--- src/rtl/rcr_pkg.sv ---
package rcr_pkg;
  localparam int FLAG_N    = 5;
  localparam int EVT_N     = 4;
  // flag bit positions as read through the CSR
  localparam int F_PIN     = 0;
  localparam int F_POR     = 1;
  localparam int F_SW      = 2;
  localparam int F_IWD     = 3;
  localparam int F_WWD     = 4;
  // event input positions
  localparam int E_PIN     = 0;
  localparam int E_SW      = 1;
  localparam int E_IWD     = 2;
  localparam int E_WWD     = 3;
  // cause codes
  localparam int C_NONE    = 0;
  localparam int C_IWD     = 1;
  localparam int C_WWD     = 2;
  localparam int C_SW      = 3;
  localparam int C_PIN     = 4;
  localparam int C_POR     = 5;
endpackage

--- src/rtl/rcr_flags.sv ---
module rcr_flags
  import rcr_pkg::*;
(
  input  logic              clk,
  input  logic              rst,
  input  logic [EVT_N-1:0]  evt_i,
  input  logic              clr_i,
  output logic [FLAG_N-1:0] flags_o
);
  logic [FLAG_N-1:0] set_v;

  always_comb begin
    set_v        = '0;
    set_v[F_PIN] = evt_i[E_PIN];
    set_v[F_SW]  = evt_i[E_SW];
    set_v[F_IWD] = evt_i[E_IWD];
    set_v[F_WWD] = evt_i[E_WWD];
  end

  always_ff @(posedge clk) begin
    if (rst) begin
      flags_o        <= '0;
      flags_o[F_POR] <= 1'b1;
    end else begin
      flags_o <= (clr_i ? '0 : flags_o) | set_v;
    end
  end


  sticky_flags_chk: assert property (@(posedge clk) disable iff (rst)
    (!clr_i && evt_i == '0) |=> $stable(flags_o));

  remove_clears_chk: assert property (@(posedge clk) disable iff (rst)
    (clr_i && evt_i == '0) |=> (flags_o == '0));
endmodule

--- src/rtl/rcr_prio_enc.sv ---
module rcr_prio_enc
  import rcr_pkg::*;
#(
  parameter int CODE_W = 8
)(
  input  logic [FLAG_N-1:0] flags_i,
  output logic [CODE_W-1:0] code_o
);
  // lowest priority first, later assignments win
  always_comb begin
    code_o = CODE_W'(C_NONE);
    if (flags_i[F_POR]) code_o = CODE_W'(C_POR);
    if (flags_i[F_PIN]) code_o = CODE_W'(C_PIN);
    if (flags_i[F_SW])  code_o = CODE_W'(C_SW);
    if (flags_i[F_WWD]) code_o = CODE_W'(C_WWD);
    if (flags_i[F_IWD]) code_o = CODE_W'(C_IWD);
  end
endmodule

--- src/rtl/rcr_backup.sv ---
module rcr_backup #(
  parameter int BKP_W  = 16,
  parameter int CODE_W = 8
)(
  input  logic              clk,
  input  logic              rst,
  input  logic              we_en_i,
  input  logic              sw_wr_i,
  input  logic [BKP_W-1:0]  sw_wdata_i,
  input  logic              store_i,
  input  logic [CODE_W-1:0] code_i,
  output logic [BKP_W-1:0]  word_o
);
  logic [BKP_W-1:0] nxt;

  always_comb begin
    nxt = word_o;
    if (we_en_i) begin
      if (sw_wr_i) nxt = sw_wdata_i;
      if (store_i && code_i != '0) nxt[CODE_W-1:0] = code_i;
    end
  end

  always_ff @(posedge clk) begin
    if (rst) word_o <= '0;
    else     word_o <= nxt;
  end


  wr_gate_chk: assert property (@(posedge clk) disable iff (rst)
    !we_en_i |=> $stable(word_o));

  upper_keep_chk: assert property (@(posedge clk) disable iff (rst)
    !sw_wr_i |=> $stable(word_o[BKP_W-1:CODE_W]));

  zero_code_chk: assert property (@(posedge clk) disable iff (rst)
    (!sw_wr_i && code_i == '0) |=> $stable(word_o));
endmodule

--- src/rtl/rcr_escalate.sv ---
module rcr_escalate #(
  parameter int CNT_W = 4,
  parameter int LIMIT = 3
)(
  input  logic             clk,
  input  logic             rst,
  input  logic             wd_evt_i,
  output logic [CNT_W-1:0] cnt_o,
  output logic             alarm_o
);
  localparam logic [CNT_W-1:0] CNT_MAX = '1;
  localparam logic [CNT_W-1:0] LIM     = CNT_W'(LIMIT);

  always_ff @(posedge clk) begin
    if (rst) begin
      cnt_o   <= '0;
      alarm_o <= 1'b0;
    end else begin
      if (wd_evt_i && cnt_o != CNT_MAX) cnt_o <= cnt_o + 1'b1;
      alarm_o <= (cnt_o >= LIM);
    end
  end


  cnt_mono_chk: assert property (@(posedge clk) disable iff (rst)
    1'b1 |=> (cnt_o >= $past(cnt_o)));

  cnt_sat_chk: assert property (@(posedge clk) disable iff (rst)
    (cnt_o == CNT_MAX) |=> (cnt_o == CNT_MAX));
endmodule

--- src/rtl/reset_cause_recorder.sv ---
module reset_cause_recorder
  import rcr_pkg::*;
#(
  parameter int CSR_W     = 32,
  parameter int RMV_BIT   = 24,
  parameter int BKP_W     = 16,
  parameter int CODE_W    = 8,
  parameter bit ESC_EN    = 1'b1,
  parameter int ESC_CNT_W = 4,
  parameter int ESC_LIMIT = 3
)(
  input  logic                 clk,
  input  logic                 rst,
  input  logic [3:0]           rst_evt_i,
  input  logic                 csr_wr_i,
  input  logic [CSR_W-1:0]     csr_wdata_i,
  output logic [CSR_W-1:0]     csr_rdata_o,
  input  logic                 bkp_wr_en_i,
  input  logic                 bkp_wr_i,
  input  logic [BKP_W-1:0]     bkp_wdata_i,
  input  logic                 store_i,
  output logic [BKP_W-1:0]     bkp_word_o,
  output logic [CODE_W-1:0]    cause_code_o,
  output logic [ESC_CNT_W-1:0] esc_cnt_o,
  output logic                 esc_alarm_o
);
  localparam int PAD_W = CSR_W - FLAG_N;

  logic [FLAG_N-1:0] flags;
  logic [CODE_W-1:0] code_comb;
  logic              remove;
  logic              unused_wdata;

  assign remove       = csr_wr_i && csr_wdata_i[RMV_BIT];
  assign unused_wdata = ^csr_wdata_i;

  rcr_flags u_flags (
    .clk(clk), .rst(rst), .evt_i(rst_evt_i), .clr_i(remove), .flags_o(flags)
  );

  rcr_prio_enc #(.CODE_W(CODE_W)) u_enc (.flags_i(flags), .code_o(code_comb));

  rcr_backup #(.BKP_W(BKP_W), .CODE_W(CODE_W)) u_bkp (
    .clk(clk), .rst(rst), .we_en_i(bkp_wr_en_i), .sw_wr_i(bkp_wr_i),
    .sw_wdata_i(bkp_wdata_i), .store_i(store_i), .code_i(code_comb),
    .word_o(bkp_word_o)
  );

  generate
    if (ESC_EN) begin : g_esc
      rcr_escalate #(.CNT_W(ESC_CNT_W), .LIMIT(ESC_LIMIT)) u_esc (
        .clk(clk), .rst(rst),
        .wd_evt_i(rst_evt_i[E_IWD] | rst_evt_i[E_WWD]),
        .cnt_o(esc_cnt_o), .alarm_o(esc_alarm_o)
      );
    end else begin : g_no_esc
      assign esc_cnt_o   = '0;
      assign esc_alarm_o = 1'b0;
    end
  endgenerate

  always_ff @(posedge clk) begin
    if (rst) begin
      csr_rdata_o        <= '0;
      csr_rdata_o[F_POR] <= 1'b1;
      cause_code_o       <= CODE_W'(C_POR);
    end else begin
      csr_rdata_o  <= {{PAD_W{1'b0}}, flags};
      cause_code_o <= code_comb;
    end
  end


  code_nonzero_chk: assert property (@(posedge clk) disable iff (rst)
    (flags != '0) |=> (cause_code_o != '0));

  code_zero_chk: assert property (@(posedge clk) disable iff (rst)
    (flags == '0) |=> (cause_code_o == '0));

  rdata_track_chk: assert property (@(posedge clk) disable iff (rst)
    1'b1 |=> (csr_rdata_o[FLAG_N-1:0] == $past(flags)));
endmodule

--- config.mk ---
export PLATFORM = sky130hd
export DESIGN_NAME = reset_cause_recorder
export DESIGN_NICKNAME = d
export VERILOG_FILES = /design/src/rtl/rcr_pkg.sv /design/src/rtl/rcr_flags.sv /design/src/rtl/rcr_prio_enc.sv /design/src/rtl/rcr_backup.sv /design/src/rtl/rcr_escalate.sv /design/src/rtl/reset_cause_recorder.sv
export SDC_FILE = /design/constraint.sdc
export NUM_CORES = 1
export LEC_CHECK = 0
export ABC_AREA = 1
export BUFFER_PORTS_ARGS = -buffer_cell sky130_fd_sc_hd__buf_2
export CAP_MARGIN = 20
export CORE_MARGIN = 1.5
export CORE_UTILIZATION = 36
export DETAILED_ROUTE_END_ITERATION = 8
export PLACE_DENSITY = 0.81
export SLEW_MARGIN = 25
export SYNTH_ARGS = -nofsm -noshare
export SYNTH_HDL_FRONTEND = slang
export SYNTH_SLANG_ARGS = --single-unit
--- constraint.sdc ---
create_clock -name clk -period 1.2 [get_ports clk]
set_clock_uncertainty 0.05 [all_clocks]
set_input_delay 0.06 -clock clk [delete_from_list [all_inputs] [get_ports clk]]
set_output_delay 0.06 -clock clk [all_outputs]
set_load 0.05 [all_outputs]
# ---- Yosys cells after proc, flatten, opt, wreduce, memory -nomap -nowiden
# Cells that the tools add are included.
dict set report classes {
  addsub 1
  magnitude_cmp 1
  eq_ne 1
  n_mux 8
  n_bitwise 2
  reduce_logical 7
}
# op n
set op_table {}
lappend op_table {{two-way mux 8 bit} 2}
lappend op_table {{two-way mux 3 bit} 5}
lappend op_table {{nonzero test 8 bit} 1}
lappend op_table {{two-way mux 5 bit} 1}
lappend op_table {{OR 5 bit} 1}
lappend op_table {{adder 4 x 1 -> 4 bit (second input constant)} 1}
lappend op_table {{greater-or-equal comparator 4 x 2 -> 1 bit (second input constant)} 1}
lappend op_table {{inequality test 4 bit (second input constant)} 1}
lappend op_table {{AND reduction 2 bit} 2}
lappend op_table {{logical AND 1 bit} 3}
lappend op_table {{nonzero test 2 bit} 1}
lappend op_table {{OR 1 bit} 1}
dict set report totals {
  ff_bits 66
  inputBits 58
  output_inout_bits 61
  elab_cells 28
}

# ---- Longest topological paths before layout
# Gate-level depths: netlist of run 1.
dict set report depth {
  ltp_word 9
  mapped_depth 10
  ltp_nobuf 10
}

# ---- Hierarchy
# Synthesis of run 1 repeated with hierarchy kept, for this count alone.
dict set report unflattened {
  cells_unflattened 274
  hier_area_um2 1913.1
}
# mod n_inst cells_per_inst area_each_um2 seq_area_each_um2
set modules_own_cells {}
lappend modules_own_cells {rcr_backup 1 130 832.0 320.3}
lappend modules_own_cells {reset_cause_recorder 1 74 598.1 260.2}
lappend modules_own_cells {rcr_escalate 1 33 231.5 100.1}
lappend modules_own_cells {rcr_flags 1 19 162.7 100.1}
lappend modules_own_cells {rcr_prio_enc 1 18 88.8 0.0}

# ---- Least setup slack after synthesis of run 1
# OpenSTA, ideal clock, no wires.
dict set report synth_path {
  path_kind {flip-flop to flip-flop}
  startpoint {register g_esc.u_esc.cnt_o[1]}
  endpoint {register g_esc.u_esc.cnt_o[3]}
  setup_ps 70
  t_arrival_ps 1443
  required_ps 1080
  path_slack_ps -363
  path_stages_with_launch 8
  path_buffers 0
  synth_period_minus_slack_ps 1563
  path_cell_list {dfxtp_1 > ha_1 > nand3_1 > nand2_1 > nor2_1 > nand3_1 > o21ai_1 > a21oi_1}
}
dict set report synth_via {
  elab_chain_cells 2
  word_cells_on_any_way 3
  classes_between {add/sub: 1; eq/ne: 1; reduce/logical: 1}
}
# item line_no
set synth_rtl {}
lappend synth_rtl {{start: declaration} rcr_escalate.sv:8} ;# output logic [CNT_W-1:0] cnt_o,
lappend synth_rtl {{start signal: assignment} rcr_escalate.sv:19} ;# if (wd_evt_i && cnt_o != CNT_MAX) cnt_o <= cnt_o + 1'b1;
lappend synth_rtl {{parallel branches: the longest is 2 deep, another holds adder 4 x 1 -> 4 bit} n/a}
# Parallel ways; which one is timed is not known.
# A chain may end at the register's enable or synchronous reset.

# ---- Worst setup path after layout of run 1
dict set report layout_path {
  startpoint {register u_flags.flags_o[0]}
  endpoint {register u_bkp.word_o[0]}
}
dict set report layout_via {
  elab_chain_cells 8
  word_cells_on_any_way 9
  classes_between {mux: 5; reduce/logical: 4}
}
# item line_no
set layout_rtl {}
lappend layout_rtl {{start: declaration} rcr_flags.sv:8} ;# output logic [FLAG_N-1:0] flags_o
lappend layout_rtl {{start signal: assignment} rcr_flags.sv:25} ;# flags_o <= (clr_i ? '0 : flags_o) | set_v;
lappend layout_rtl {{two-way mux 3 bit *} rcr_prio_enc.sv:13} ;# if (flags_i[F_PIN]) code_o = CODE_W'(C_PIN);
lappend layout_rtl {{two-way mux 3 bit *} rcr_prio_enc.sv:14} ;# if (flags_i[F_SW]) code_o = CODE_W'(C_SW);
lappend layout_rtl {{two-way mux 3 bit *} rcr_prio_enc.sv:15} ;# if (flags_i[F_WWD]) code_o = CODE_W'(C_WWD);
lappend layout_rtl {{two-way mux 3 bit *} rcr_prio_enc.sv:16} ;# if (flags_i[F_IWD]) code_o = CODE_W'(C_IWD);
lappend layout_rtl {{nonzero test 8 bit} rcr_backup.sv:20} ;# if (store_i && code_i != '0) nxt[CODE_W-1:0] = code_i;
lappend layout_rtl {{logical AND 1 bit} rcr_backup.sv:20}
lappend layout_rtl {{nonzero test 2 bit (no source line)} n/a}
lappend layout_rtl {{AND reduction 2 bit (no source line)} n/a}
lappend layout_rtl {{end signal: assignment} rcr_backup.sv:26} ;# else word_o <= nxt;
lappend layout_rtl {{end: declaration} rcr_backup.sv:12} ;# output logic [BKP_W-1:0] word_o
# Mark *: on every way between the ends. The rest lies on a longest branch, timed or not.

==> results.rst, run 1 <==
.. list-table::
   :header-rows: 1

   * - Metric
     - Value
   * - Outcome
     - finished with violations
   * - Failing checks
     - setup timing
   * - Worst hold slack
     - between 6 and 7 ps
   * - Antenna violations before repair
     - 0
   * - CTS tree
     - done
   * - Number of nets with antenna violations after detailed routing
     - 0
   * - Avg Cell Area, Syn
     - between 7 and 8 um^2
   * - Row cnt
     - 23
   * - Fin worst setup slack
     - -20.5 ps
   * - Crit path capture type
     - flip-flop
   * - Via count
     - 1418
   * - Clk pin slew, worst setup/hold paths
     - approximately 70 ps
   * - Gr usage total
     - 0.141
   * - Inst Count DP
     - between 300 and 400
   * - Number of hold-slack violations in the final timing report
     - 0
   * - Violation count after the first detailed-routing iteration
     - 63
   * - RSZ-0062 raised after global routing
     - yes
   * - Total Power
     - roughly 3.1 mW
   * - Hold Crit Class
     - primary input to flip-flop
   * - Total of fill cells in the finished design
     - between 300 and 400
   * - CP max FO
     - 9
   * - Mapped Cells
     - 202
   * - Placer's final routability congestion estimate
     - 0.798
   * - Clock buffers created by TritonCTS
     - 5
   * - Total routed wirelength
     - ~3.4 mm
   * - Post-layout util
     - 0.526
   * - Wire length of the first global-routing pass
     - 5.51 mm
   * - Clock period minus final worst setup slack
     - approximately 1200 ps
   * - Die width
     - approximately 70 um
   * - # setup viols final
     - 5
   * - IO Port Bufs
     - between 50 and 60
   * - Post-Synthesis Cell Area
     - about 1600 um^2
   * - Starting density of the core
     - 0.384
   * - Router iterations before antenna repair
     - 4
   * - Period Utilization, post-route
     - 1.02
   * - Root buf cell
     - clkbuf_8
   * - Startpoint type of the worst setup path
     - flip-flop
   * - Overall overflow remaining after global route
     - 0
   * - DRC violations left
     - 0
   * - Layout Area Growth over Synthesis
     - 37.1%
   * - Critical setup path kind
     - flip-flop to flip-flop
   * - Max H-tree Level
     - 2
   * - Clock sink count
     - 34
   * - Share of the yosys chip area belonging to registers
     - 0.431
   * - Net total in the final layout
     - between 300 and 400
   * - Post-layout instance count excluding filler cells
     - 333
   * - Total power per unit cell area
     - around 1400 nW/um^2
   * - Final HPWL from detailed placement
     - 2.41 mm
   * - Area post-placement
     - roughly 1900 um^2
   * - Average via count per standard cell
     - 4.26
   * - Maximum number of pins on one net before global-route repair
     - 14
   * - Floorplan die area
     - around 4800 um^2
   * - Core area
     - about 4100 um^2
   * - Average routed wire per standard cell
     - 10.1 um
   * - Synth cell types
     - 22
   * - Bufs on Longest Clock Path
     - 2
   * - Max-Cap Viols
     - 0
   * - Maximum clock rate
     - 819 MHz
   * - Total of flip-flops plus latches after synthesis
     - 34
   * - Vias in the first global route
     - roughly 1300
   * - Data required, critical path
     - ~1300 ps
   * - Final slew viol count
     - 0
   * - Worst setup slack after placement
     - -10.5 ps
   * - Arrival time reported for the critical path endpoint
     - 1350 ps
   * - Clk_lat worst skew
     - around 280 ps
   * - # IOs
     - 119
   * - VDD IR max
     - ~0.75 mV
   * - Fraction of final layout cells with drive strength greater than 1
     - 0.382
   * - Standby leakage power
     - about 1.1 nW
   * - Final total negative setup slack
     - -66.4 ps
   * - Vertical die dimension
     - roughly 70 um
   * - Antenna cells
     - 0
   * - Fin area
     - ~2200 um^2
   * - Number of warnings printed during yosys synthesis
     - 0
worst max-delay path, cell delays in order, from the launching register on:
cell     delay, ps
dfxtp_2        330
inv_2           70
nand2_1         70
nand2_2         80
nand2_4         60
nand3_4        110
nand2_8         90
nand2_4         60
nand2_2         50
nor2_1         110
nor2_1          50
final timing paths:
check	startpoint	end	slack, ps	cells past startpoint
hold / removal	bkp_wdata_i[7]	u_bkp.word_o[7]$_SDFFE_PP0P_	7	3
setup reg to reg	u_flags.flags_o[0]$_SDFF_PP0_	u_bkp.word_o[0]$_SDFFE_PP0P_	-20	10
hold reg to reg	u_flags.flags_o[1]$_SDFFE_PP1P_	csr_rdata_o[1]$_SDFF_PP1_	420	2
setup / recovery	u_flags.flags_o[0]$_SDFF_PP0_	u_bkp.word_o[0]$_SDFFE_PP0P_	-20	10
cell type report:
cell class / count / area (um^2) / share of cell area
multi-input combinational: 145 / 739 / 0.342
sequential: 34 / 694 / 0.321
timing repair buffer: 79 / 494 / 0.228
clock buffer: 5 / 68.8 / 0.0318
inverter: 17 / 65.1 / 0.0301
tap: 50 / 62.6 / 0.0289
clock inverter: 3 / 40.0 / 0.0185
report_power, final:
group          total (mW)  switching, mW  internal, mW
combinational       0.855          0.640         0.215
clock                1.01          0.396         0.611
sequential           1.25         0.0397          1.21
registers in the layout, indices dropped and copies added, names as in the netlist:
signal               flops
cause_code_o             3
csr_rdata_o              5
g_esc.u_esc.alarm_o      1
g_esc.u_esc.cnt_o        4
u_bkp.word_o            16
u_flags.flags_o          5
cells by family after synthesis:
family,Yosys count,share of synthesized area
AND/OR/NAND/NOR,89,0.274
buffers and inverters,54,0.212
flip-flops,34,0.431
AO/OA/AOI/OAI,23,0.0729
adder cells (fa/ha/maj),1,0.00792
other,1,0.00237
layer usage:
| metal | track usage | vias up | wire length (um) |
|---|---|---|---|
| met3 | 0.0392 | 4 | 198 |
| met1 | 0.146 | 630 | 1380 |
| met2 | 0.260 | 54 | 1740 |
| met5 | 0 | - | 0 |
| met4 | 0.0697 | 0 | 32 |
| li1 | - | 730 | - |
repair_timing:
item,4_1_cts,5_1_grt
pin swaps,3,6
hold buffers,14,0
endpoints found under the setup margin,6,10
setup buffers,0,2
hold endpoints to repair,14,0
gates resized for setup,3,9
placed cells by master, fill, tap and decap left out:
cell type / synthesis / layout
nor3_1: 2 / 2
nand3_1: 18 / 13
dfxtp_1: 34 / 27
a21oi_2: 0 / 2
nand2_4: 3 / 2
clkinv_2: 1 / 3
ha_4: 0 / 1
a21oi_1: 10 / 8
dfxtp_4: 0 / 2
nor2_4: 1 / 1
bufinv_16: 0 / 1
conb_1: 1 / 32
buf_6: 1 / 1
nand3_4: 2 / 2
dfxtp_2: 0 / 5
dlygate4sd3_1: 0 / 14
o21ai_0: 9 / 9
inv_2: 5 / 6
nor2_2: 0 / 1
buf_4: 32 / 9
nand2_2: 5 / 6
nand3_2: 0 / 5
nand2_1: 22 / 21
clkbuf_8: 0 / 5
o21ai_1: 4 / 4
nand2_8: 0 / 1
nand3b_1: 1 / 1
buf_2: 2 / 55
inv_1: 11 / 10
nor2_1: 35 / 34
Yosys cell counts:
cell,count,share of area
clkinv_2,1,0.0032
nor3_1,2,0.0063
inv_2,5,0.012
nand3_4,2,0.022
nand2_2,5,0.020
nand2_4,3,0.021
o21ai_0,9,0.029
buf_2,2,0.0063
buf_6,1,0.0071
nand2_1,22,0.052
a21oi_1,10,0.032
ha_1,1,0.0079
nor2_1,35,0.083
dfxtp_1,34,0.43
buf_4,32,0.15
nand3b_1,1,0.0048
clkbuf_1,2,0.0048
inv_1,11,0.026
conb_1,1,0.0024
nand3_1,18,0.057
nor2_4,1,0.0071
o21ai_1,4,0.013
Note: power is estimated with default switching activity, not from simulation.
==> run 2: changes to the inputs <==
--- a/config.mk
+++ b/config.mk
@@ -9,9 +9,9 @@
 export BUFFER_PORTS_ARGS = -buffer_cell sky130_fd_sc_hd__buf_2
 export CAP_MARGIN = 20
 export CORE_MARGIN = 1.5
-export CORE_UTILIZATION = 36
+export CORE_UTILIZATION = 40
 export DETAILED_ROUTE_END_ITERATION = 8
-export PLACE_DENSITY = 0.81
+export PLACE_DENSITY = 0.85
 export SLEW_MARGIN = 25
 export SYNTH_ARGS = -nofsm -noshare
 export SYNTH_HDL_FRONTEND = slang
==> constraint.sdc (replaced) <==
create_clock -name clk -period 1.3 [get_ports clk]
set_clock_uncertainty 0.05 [all_clocks]
set_input_delay 0.065 -clock clk [delete_from_list [all_inputs] [get_ports clk]]
set_output_delay 0.065 -clock clk [all_outputs]
set_load 0.05 [all_outputs]
==> run 2 against run 1 <==
Effect of this change: combinational power decreased by 9.9%; cell area decreased by 2.8%; the flow now finishes without violations; register-to-register slack improved by 97 ps; total power decreased by 12%; flip-flop and latch count unchanged; die area decreased by 9.6%; maximum frequency decreased by 0.23%; first-iteration DRC count decreased by 32%; setup slack improved by 97 ps; sequential power decreased by 8%; largest cell class unchanged; global-route usage increased by 2.3 points; count of clock-buffer cells in the layout increased by 1.
==> results.rst, run 2 (synthesis results as in run 1) <==
.. list-table::
   :header-rows: 1

   * - Metric
     - Value
   * - Period Utilization, post-route
     - 0.941 (-0.0761)
   * - Net total in the final layout
     - 337 (-1.2%)
   * - RSZ-0062 raised after global routing
     - yes
   * - Share of power burned in combinational logic
     - 0.283 (+0.008)
   * - Switching share of power
     - 0.367 (+0.0207)
   * - Clock buffers created by TritonCTS
     - 5 (unchanged)
   * - DRC violations left
     - 0 (unchanged)
   * - Crit path capture type
     - flip-flop
   * - Fin worst setup slack
     - 76.7 ps (+97.2 ps)
   * - CTS tree
     - done
   * - Wire length of the first global-routing pass
     - 5.38 mm (-2.5%)
   * - Max H-tree Level
     - 2 (unchanged)
   * - Router iterations before antenna repair
     - 4 (unchanged)
   * - Placer's final routability congestion estimate
     - 0.723 (-9.4%)
   * - Max-Cap Viols
     - 0 (unchanged)
   * - Final slew viol count
     - 0 (unchanged)
   * - Worst hold slack
     - 23.6 ps (+17.1 ps)
   * - Vias in the first global route
     - 1263 (-4.9%)
   * - Clock sink count
     - 34 (unchanged)
   * - Maximum clock rate
     - 817 MHz (-0.23%)
   * - Die width
     - 65.8 um (-4.9%)
   * - Sequential share of power
     - 0.423 (+0.022)
   * - Vertical die dimension
     - 65.8 um (-4.9%)
   * - Number of flip-flops in the largest register
     - 16 (unchanged)
   * - Internal Pwr Total
     - 1.72 mW (-15%)
   * - Root buf cell
     - clkbuf_8
   * - Row cnt
     - 22 (-4.3%)
   * - Via count
     - 1417 (-0.071%)
   * - Setup repair bufs after CTS
     - 0 (unchanged)
   * - Number of nets with antenna violations after detailed routing
     - 0 (unchanged)
   * - Floorplan die area
     - 4330 um^2 (-9.6%)
   * - Commonest cells after routing, fill and taps aside
     - buf_2 (55), nor2_1 (33), conb_1 (32)
   * - Final HPWL from detailed placement
     - 2.29 mm (-5.0%)
   * - VDD IR max
     - 0.613 mV (-18%)
   * - Data required, critical path
     - 1470 ps (+140 ps)
   * - Number of hold-slack violations in the final timing report
     - 0 (unchanged)
   * - Layout Area Growth over Synthesis
     - 33.3%
   * - Critical setup path kind
     - flip-flop to flip-flop
   * - Hold Crit Class
     - primary input to flip-flop
   * - Biggest registers after layout
     - u_bkp.word_o (16), csr_rdata_o (5), u_flags.flags_o (5)
   * - Antenna violations before repair
     - 0 (unchanged)
   * - Startpoint type of the worst setup path
     - flip-flop
   * - IO Port Bufs
     - 55 (unchanged)
   * - Standby leakage power
     - 1.06 nW (-3.3%)
   * - Overall overflow remaining after global route
     - 0 (unchanged)
   * - Maximum number of pins on one net before global-route repair
     - 17 (+3)
   * - # setup viols final
     - 0 (-5)
   * - Gr usage total
     - 0.164 (+0.0231)
   * - Starting density of the core
     - 0.425 (+0.0412)
   * - Switching power
     - 998 uW (-7.2%)
   * - Worst setup slack after placement
     - 58.7 ps (+69.2 ps)
   * - Clk pin slew, worst setup/hold paths
     - 70 ps (about the same)
   * - Average routed wire per standard cell
     - 10.2 um (+1.6%)
   * - Outcome
     - complete, no violations
   * - Average via count per standard cell
     - 4.33 (+1.8%)
   * - Core area
     - 3720 um^2 (-9.7%)
   * - Most common cell after layout, fill and taps aside
     - buf_2
   * - Post-layout util
     - 0.566 (+0.0403)
   * - CP max FO
     - 8 (-1)
   * - Relative contribution of the clock network to total power
     - 0.293 (-0.031)
   * - Arrival time reported for the critical path endpoint
     - 1390 ps (+40 ps)
   * - Clock period minus final worst setup slack
     - 1220 ps (+2.83 ps)
   * - Bufs on Longest Clock Path
     - 2 (unchanged)
   * - # IOs
     - 119 (unchanged)
   * - Clk_lat worst skew
     - 280 ps (about the same)
   * - Largest Register
     - u_bkp.word_o
   * - Antenna cells
     - 0 (unchanged)
   * - Total power per unit cell area
     - 1290 nW/um^2 (-10%)
   * - Fraction of final layout cells with drive strength greater than 1
     - 0.344 (-0.0375)
   * - Violation count after the first detailed-routing iteration
     - 43 (-32%)
   * - Total routed wirelength
     - 3.35 mm (-0.24%)
==> run 2: per-layer routing <==
layer | GRT usage | routed length (um) | share of wire | vias up
met5 | 0 | 0 | 0 | -
met4 | 0.0651 | 31 | 0.0093 | 0
met3 | 0.0511 | 216 | 0.065 | 5
met2 | 0.306 | 1810 | 0.54 | 53
met1 | 0.169 | 1290 | 0.38 | 637
li1 | - | - | - | 722
==> run 2: final timing paths <==
check,start,endpoint,slack [ps],cells past startpoint
max,u_flags.flags_o[1]$_SDFFE_PP1P_,u_bkp.word_o[7]$_SDFFE_PP0P_,80,7
min,bkp_wdata_i[6],u_bkp.word_o[6]$_SDFFE_PP0P_,20,3
max reg2reg,u_flags.flags_o[1]$_SDFFE_PP1P_,u_bkp.word_o[7]$_SDFFE_PP0P_,80,7
min reg2reg,u_flags.flags_o[0]$_SDFF_PP0_,csr_rdata_o[0]$_SDFF_PP0_,410,2
==> run 2: worst max-delay path, cell delays in order (launching register included) <==
cell	delay [ps]
dfxtp_2	340
inv_2	60
nand2_2	70
nor2_4	120
nand3_4	140
nand3_4	150
nand3_1	100
a21oi_2	130
==> run 2: power by group through the flow <==
stage / Combinational (mW) / Sequential, mW / Clock (mW)
6_report: 0.770 / 1.15 / 0.798
5_1_grt: 0.828 / 1.16 / 0.879
4_1_cts: 0.755 / 1.15 / 0.834
3_5_place_dp: 0.718 / 1.17 / 0
3_3_place_gp: 0.709 / 1.17 / 0
2_1_floorplan: 0.460 / 1.37 / 0
==> run 2: cell type report <==
type	instances	area [um^2]
clock buffer	6	82.6
clock inverter	2	12.5
fill	374	1610
inverter	17	65.1
multi-input combinational	145	727
sequential	34	692
tap	48	60.1
timing repair buffer	75	465
==> run 2: repair_timing <==
| action | 4_1_cts | 5_1_grt |
|---|---|---|
| resized for setup | 0 | 10 |
| setup endpoints to repair | 0 | 8 |
| hold buffers | 16 | 0 |
| endpoints found under the hold margin | 16 | 0 |
==> run 2: per-stage QoR <==
stage / TNS, ps / cells / instance area, um^2 / total power, mW
2_1_floorplan: 0 / 233 / 1720 / 1.83
3_3_place_gp: 0 / 303 / 1810 / 1.88
3_5_place_dp: 0 / 303 / 1810 / 1.89
4_1_cts: 0 / 327 / 2070 / 2.74
5_1_grt: -39.2 / 327 / 2100 / 2.87
6_report: 0 / 327 / 2100 / 2.72
==> run 3: changes to the inputs <==
--- a/config.mk
+++ b/config.mk
@@ -8,10 +8,10 @@
 export ABC_AREA = 1
 export BUFFER_PORTS_ARGS = -buffer_cell sky130_fd_sc_hd__buf_2
 export CAP_MARGIN = 20
-export CORE_MARGIN = 1.5
 export CORE_UTILIZATION = 40
 export DETAILED_ROUTE_END_ITERATION = 8
 export PLACE_DENSITY = 0.85
+export SKIP_CTS_REPAIR_TIMING = 1
 export SLEW_MARGIN = 25
 export SYNTH_ARGS = -nofsm -noshare
 export SYNTH_HDL_FRONTEND = slang
==> constraint.sdc (replaced) <==
create_clock -name clk -period 1.3 [get_ports clk]
set_clock_uncertainty 0.05 [all_clocks]
set_input_delay 0.13 -clock clk [delete_from_list [all_inputs] [get_ports clk]]
set_output_delay 0.13 -clock clk [all_outputs]
set_load 0.05 [all_outputs]
==> run 3 against run 2 <==
Effect of this change: maximum frequency is 3.8% lower; register-to-register slack worse by 50 ps; via count is 4.2% lower; sequential power barely moved; flip-flop and latch count did not move; clock power is 18% higher; non-clock buffer count shrank 15; sequential share of layout area is 2.2 points higher; worst hold slack got worse by 15 ps; combinational power is 3.9% lower; setup slack worse by 49 ps; highest routed layer unchanged.
==> results.rst, run 3 (synthesis results as in run 1) <==
.. list-table::
   :header-rows: 1

   * - Metric
     - Value
   * - Outcome
     - complete, no violations
   * - CP max FO
     - 8 (unchanged)
   * - # setup viols final
     - 0 (unchanged)
   * - Violation count after the first detailed-routing iteration
     - 61 (+42%)
   * - Startpoint type of the worst setup path
     - flip-flop
   * - Total routed wirelength
     - 3.08 mm (-8.1%)
   * - Post-layout instance count excluding filler cells
     - 313 (-4.3%)
   * - Area post-placement
     - 1810 um^2 (unchanged)
   * - Largest Register
     - u_bkp.word_o
   * - Max H-tree Level
     - 2 (unchanged)
   * - Final slew viol count
     - 0 (unchanged)
   * - Data required, critical path
     - 1460 ps (about the same)
   * - Inst Count DP
     - 303 (unchanged)
   * - Arrival time reported for the critical path endpoint
     - 1440 ps (+50 ps)
   * - Number of flip-flops in the largest register
     - 16 (unchanged)
   * - Critical setup path kind
     - flip-flop to flip-flop
   * - Worst Hold Launch
     - rst_evt_i[0]
   * - Number of hold-slack violations in the final timing report
     - 0 (unchanged)
   * - Biggest registers after layout
     - u_bkp.word_o (16), csr_rdata_o (5), u_flags.flags_o (5)
   * - Clk_lat worst skew
     - 280 ps (about the same)
   * - Cell at the slowest stage of the critical path
     - dfxtp_1
   * - Row cnt
     - 22 (unchanged)
   * - DRC violations left
     - 0 (unchanged)
   * - Wire length of the first global-routing pass
     - 4.82 mm (-10%)
   * - Placer's final routability congestion estimate
     - 0.729 (+0.87%)
   * - Final HPWL from detailed placement
     - 2.24 mm (-2.2%)
   * - Die width
     - 64.8 um (-1.5%)
   * - Maximum clock rate
     - 786 MHz (-3.8%)
   * - Vias in the first global route
     - 1189 (-5.9%)
   * - Fin area
     - 1970 um^2 (-6.2%)
   * - Fraction of final layout cells with drive strength greater than 1
     - 0.366 (+0.0220)
   * - Most common cell after layout, fill and taps aside
     - buf_2
   * - VDD IR max
     - 0.659 mV (+7.5%)
   * - Max-Cap Viols
     - 0 (unchanged)
   * - Worst path bufs/invs
     - 2 (+1)
   * - Clock sink count
     - 34 (unchanged)
   * - Commonest cells after routing, fill and taps aside
     - buf_2 (55), nor2_1 (34), conb_1 (32)
   * - Root buf cell
     - clkbuf_8
   * - Crit path capture type
     - flip-flop
   * - Average via count per standard cell
     - 4.34 (+0.12%)
   * - Layout Area Growth over Synthesis
     - 25.0%
   * - Gr usage total
     - 0.152 (-0.0128)
   * - CTS tree
     - done
   * - Post-layout util
     - 0.531 (-0.0350)
   * - Vertical die dimension
     - 64.8 um (-1.5%)
   * - R2R Path End
     - u_bkp.word_o[7]$_SDFFE_PP0P_
   * - Setup slack of the most critical reg-to-reg path
     - 30 ps (-50 ps)
   * - IO Port Bufs
     - 55 (unchanged)
   * - Multi-input logic area
     - 732 um^2 (+0.69%)
   * - Number of nets with antenna violations after detailed routing
     - 0 (unchanged)
   * - Antenna cells
     - 0 (unchanged)
   * - Core area
     - 3720 um^2 (unchanged)
   * - Most used cell, CP
     - nand3_4
   * - Antenna violations before repair
     - 0 (unchanged)
   * - Period Utilization, post-route
     - 0.978 (+0.0373)
   * - Final total negative setup slack
     - 0 ps (unchanged)
   * - End point of the most critical hold path
     - u_flags.flags_o[0]$_SDFF_PP0_
   * - Overall overflow remaining after global route
     - 0 (unchanged)
   * - # IOs
     - 119 (unchanged)
   * - Via count
     - 1358 (-4.2%)
   * - Depth of the worst register-to-register path
     - 7 (unchanged)
   * - RSZ-0062 raised after global routing
     - yes
   * - Hold Crit Class
     - primary input to flip-flop
   * - Number of cells on the worst hold path
     - 3 (unchanged)
   * - Router iterations before antenna repair
     - 4 (unchanged)
   * - Clock buffers created by TritonCTS
     - 5 (unchanged)
   * - Floorplan die area
     - 4200 um^2 (-3.0%)
   * - Total power per unit cell area
     - 1430 nW/um^2 (+11%)
   * - Bufs on Longest Clock Path
     - 2 (unchanged)
   * - Largest stage delay on the critical path
     - 320 ps (-20 ps)
   * - Average routed wire per standard cell
     - 9.83 um (-4.0%)
   * - Crit Reg-Reg Startpoint
     - u_flags.flags_o[4]$_SDFF_PP0_
   * - Standby leakage power
     - 1.02 nW (-3.7%)
   * - Maximum number of pins on one net before global-route repair
     - 17 (unchanged)
   * - Clk pin slew, worst setup/hold paths
     - 70 ps (about the same)
   * - Starting density of the core
     - 0.425 (unchanged)
   * - Cell Chain, Critical Path
     - inv_2 > buf_4 > nand2_4 > nand3_4 > nand3_4 > nand3_1 > a21oi_2
   * - Net total in the final layout
     - 323 (-4.2%)
   * - Total area of sequential cells
     - 693 um^2 (+0.18%)
   * - Clock period minus final worst setup slack
     - 1270 ps (+48.5 ps)
   * - CP delay by family, top
     - simple AND/OR/NAND/NOR gates
   * - Total of fill cells in the finished design
     - 379 (+1.3%)
-- run 3: cell count changes in the layout (fill, tap and decap cells not counted), sizes merged --
cell         before  now
clkbuf            6    5
buf              59   60
dlygate4sd3      16    0
nand2            30   31
clkinv            2    3
bufinv            0    1
clkinvlp          1    0
-- run 3: power breakdown --
group / leakage [nW] / switching (mW) / internal, mW
clock: 0.0579 / 0.378 / 0.564
combinational: 0.679 / 0.582 / 0.157
sequential: 0.282 / 0.0375 / 1.11
total: 1.02 / 0.998 / 1.83
-- run 3: worst max-delay path by stage --
stage / startpoint / to / slack [ps] / depth (start not counted)
2_1_floorplan: g_esc.u_esc.cnt_o[0]$_SDFFE_PP0P_ / g_esc.u_esc.cnt_o[3]$_SDFFE_PP0P_ / 10 / 7
3_3_place_gp: g_esc.u_esc.cnt_o[0]$_SDFFE_PP0P_ / g_esc.u_esc.cnt_o[3]$_SDFFE_PP0P_ / 80 / 7
3_5_place_dp: g_esc.u_esc.cnt_o[0]$_SDFFE_PP0P_ / g_esc.u_esc.cnt_o[3]$_SDFFE_PP0P_ / 60 / 7
4_1_cts: g_esc.u_esc.cnt_o[0]$_SDFFE_PP0P_ / g_esc.u_esc.cnt_o[3]$_SDFFE_PP0P_ / 50 / 7
5_1_grt: g_esc.u_esc.cnt_o[0]$_SDFFE_PP0P_ / g_esc.u_esc.cnt_o[3]$_SDFFE_PP0P_ / -60 / 7
6_report: u_flags.flags_o[4]$_SDFF_PP0_ / u_bkp.word_o[7]$_SDFFE_PP0P_ / 30 / 7
-- run 3: area by class of cell --
class                           instances  share of cell area
Multi-Input combinational cell        146               0.371
Clock buffer                            5              0.0349
Timing Repair Buffer                   60               0.158
Tap cell                               48              0.0304
Clock inverter                          3              0.0203
Sequential cell                        34               0.351
Inverter                               17              0.0342
-- run 3: layer usage --
| layer | track usage | routed length [um] |
|---|---|---|
| met3 | 0.0528 | 174 |
| met1 | 0.155 | 1260 |
| met5 | 0 | 0 |
| met4 | 0.0500 | 66 |
| met2 | 0.283 | 1570 |
-- run 3: stage by stage --
step                hold slack (ps)  setup slack, ps  total power [mW]
floorplan                       197             9.70              1.83
global placement                286             76.7              1.88
detailed placement              295             61.6              1.89
CTS                           -3.96             48.8              2.84
global route                   45.8            -57.8              2.98
finish                         8.36             28.1              2.83
-- run 3: worst min-delay path, cell delays in order --
cell and delay (ps):
buf_2 70, a21oi_1 30, nor2_1 70
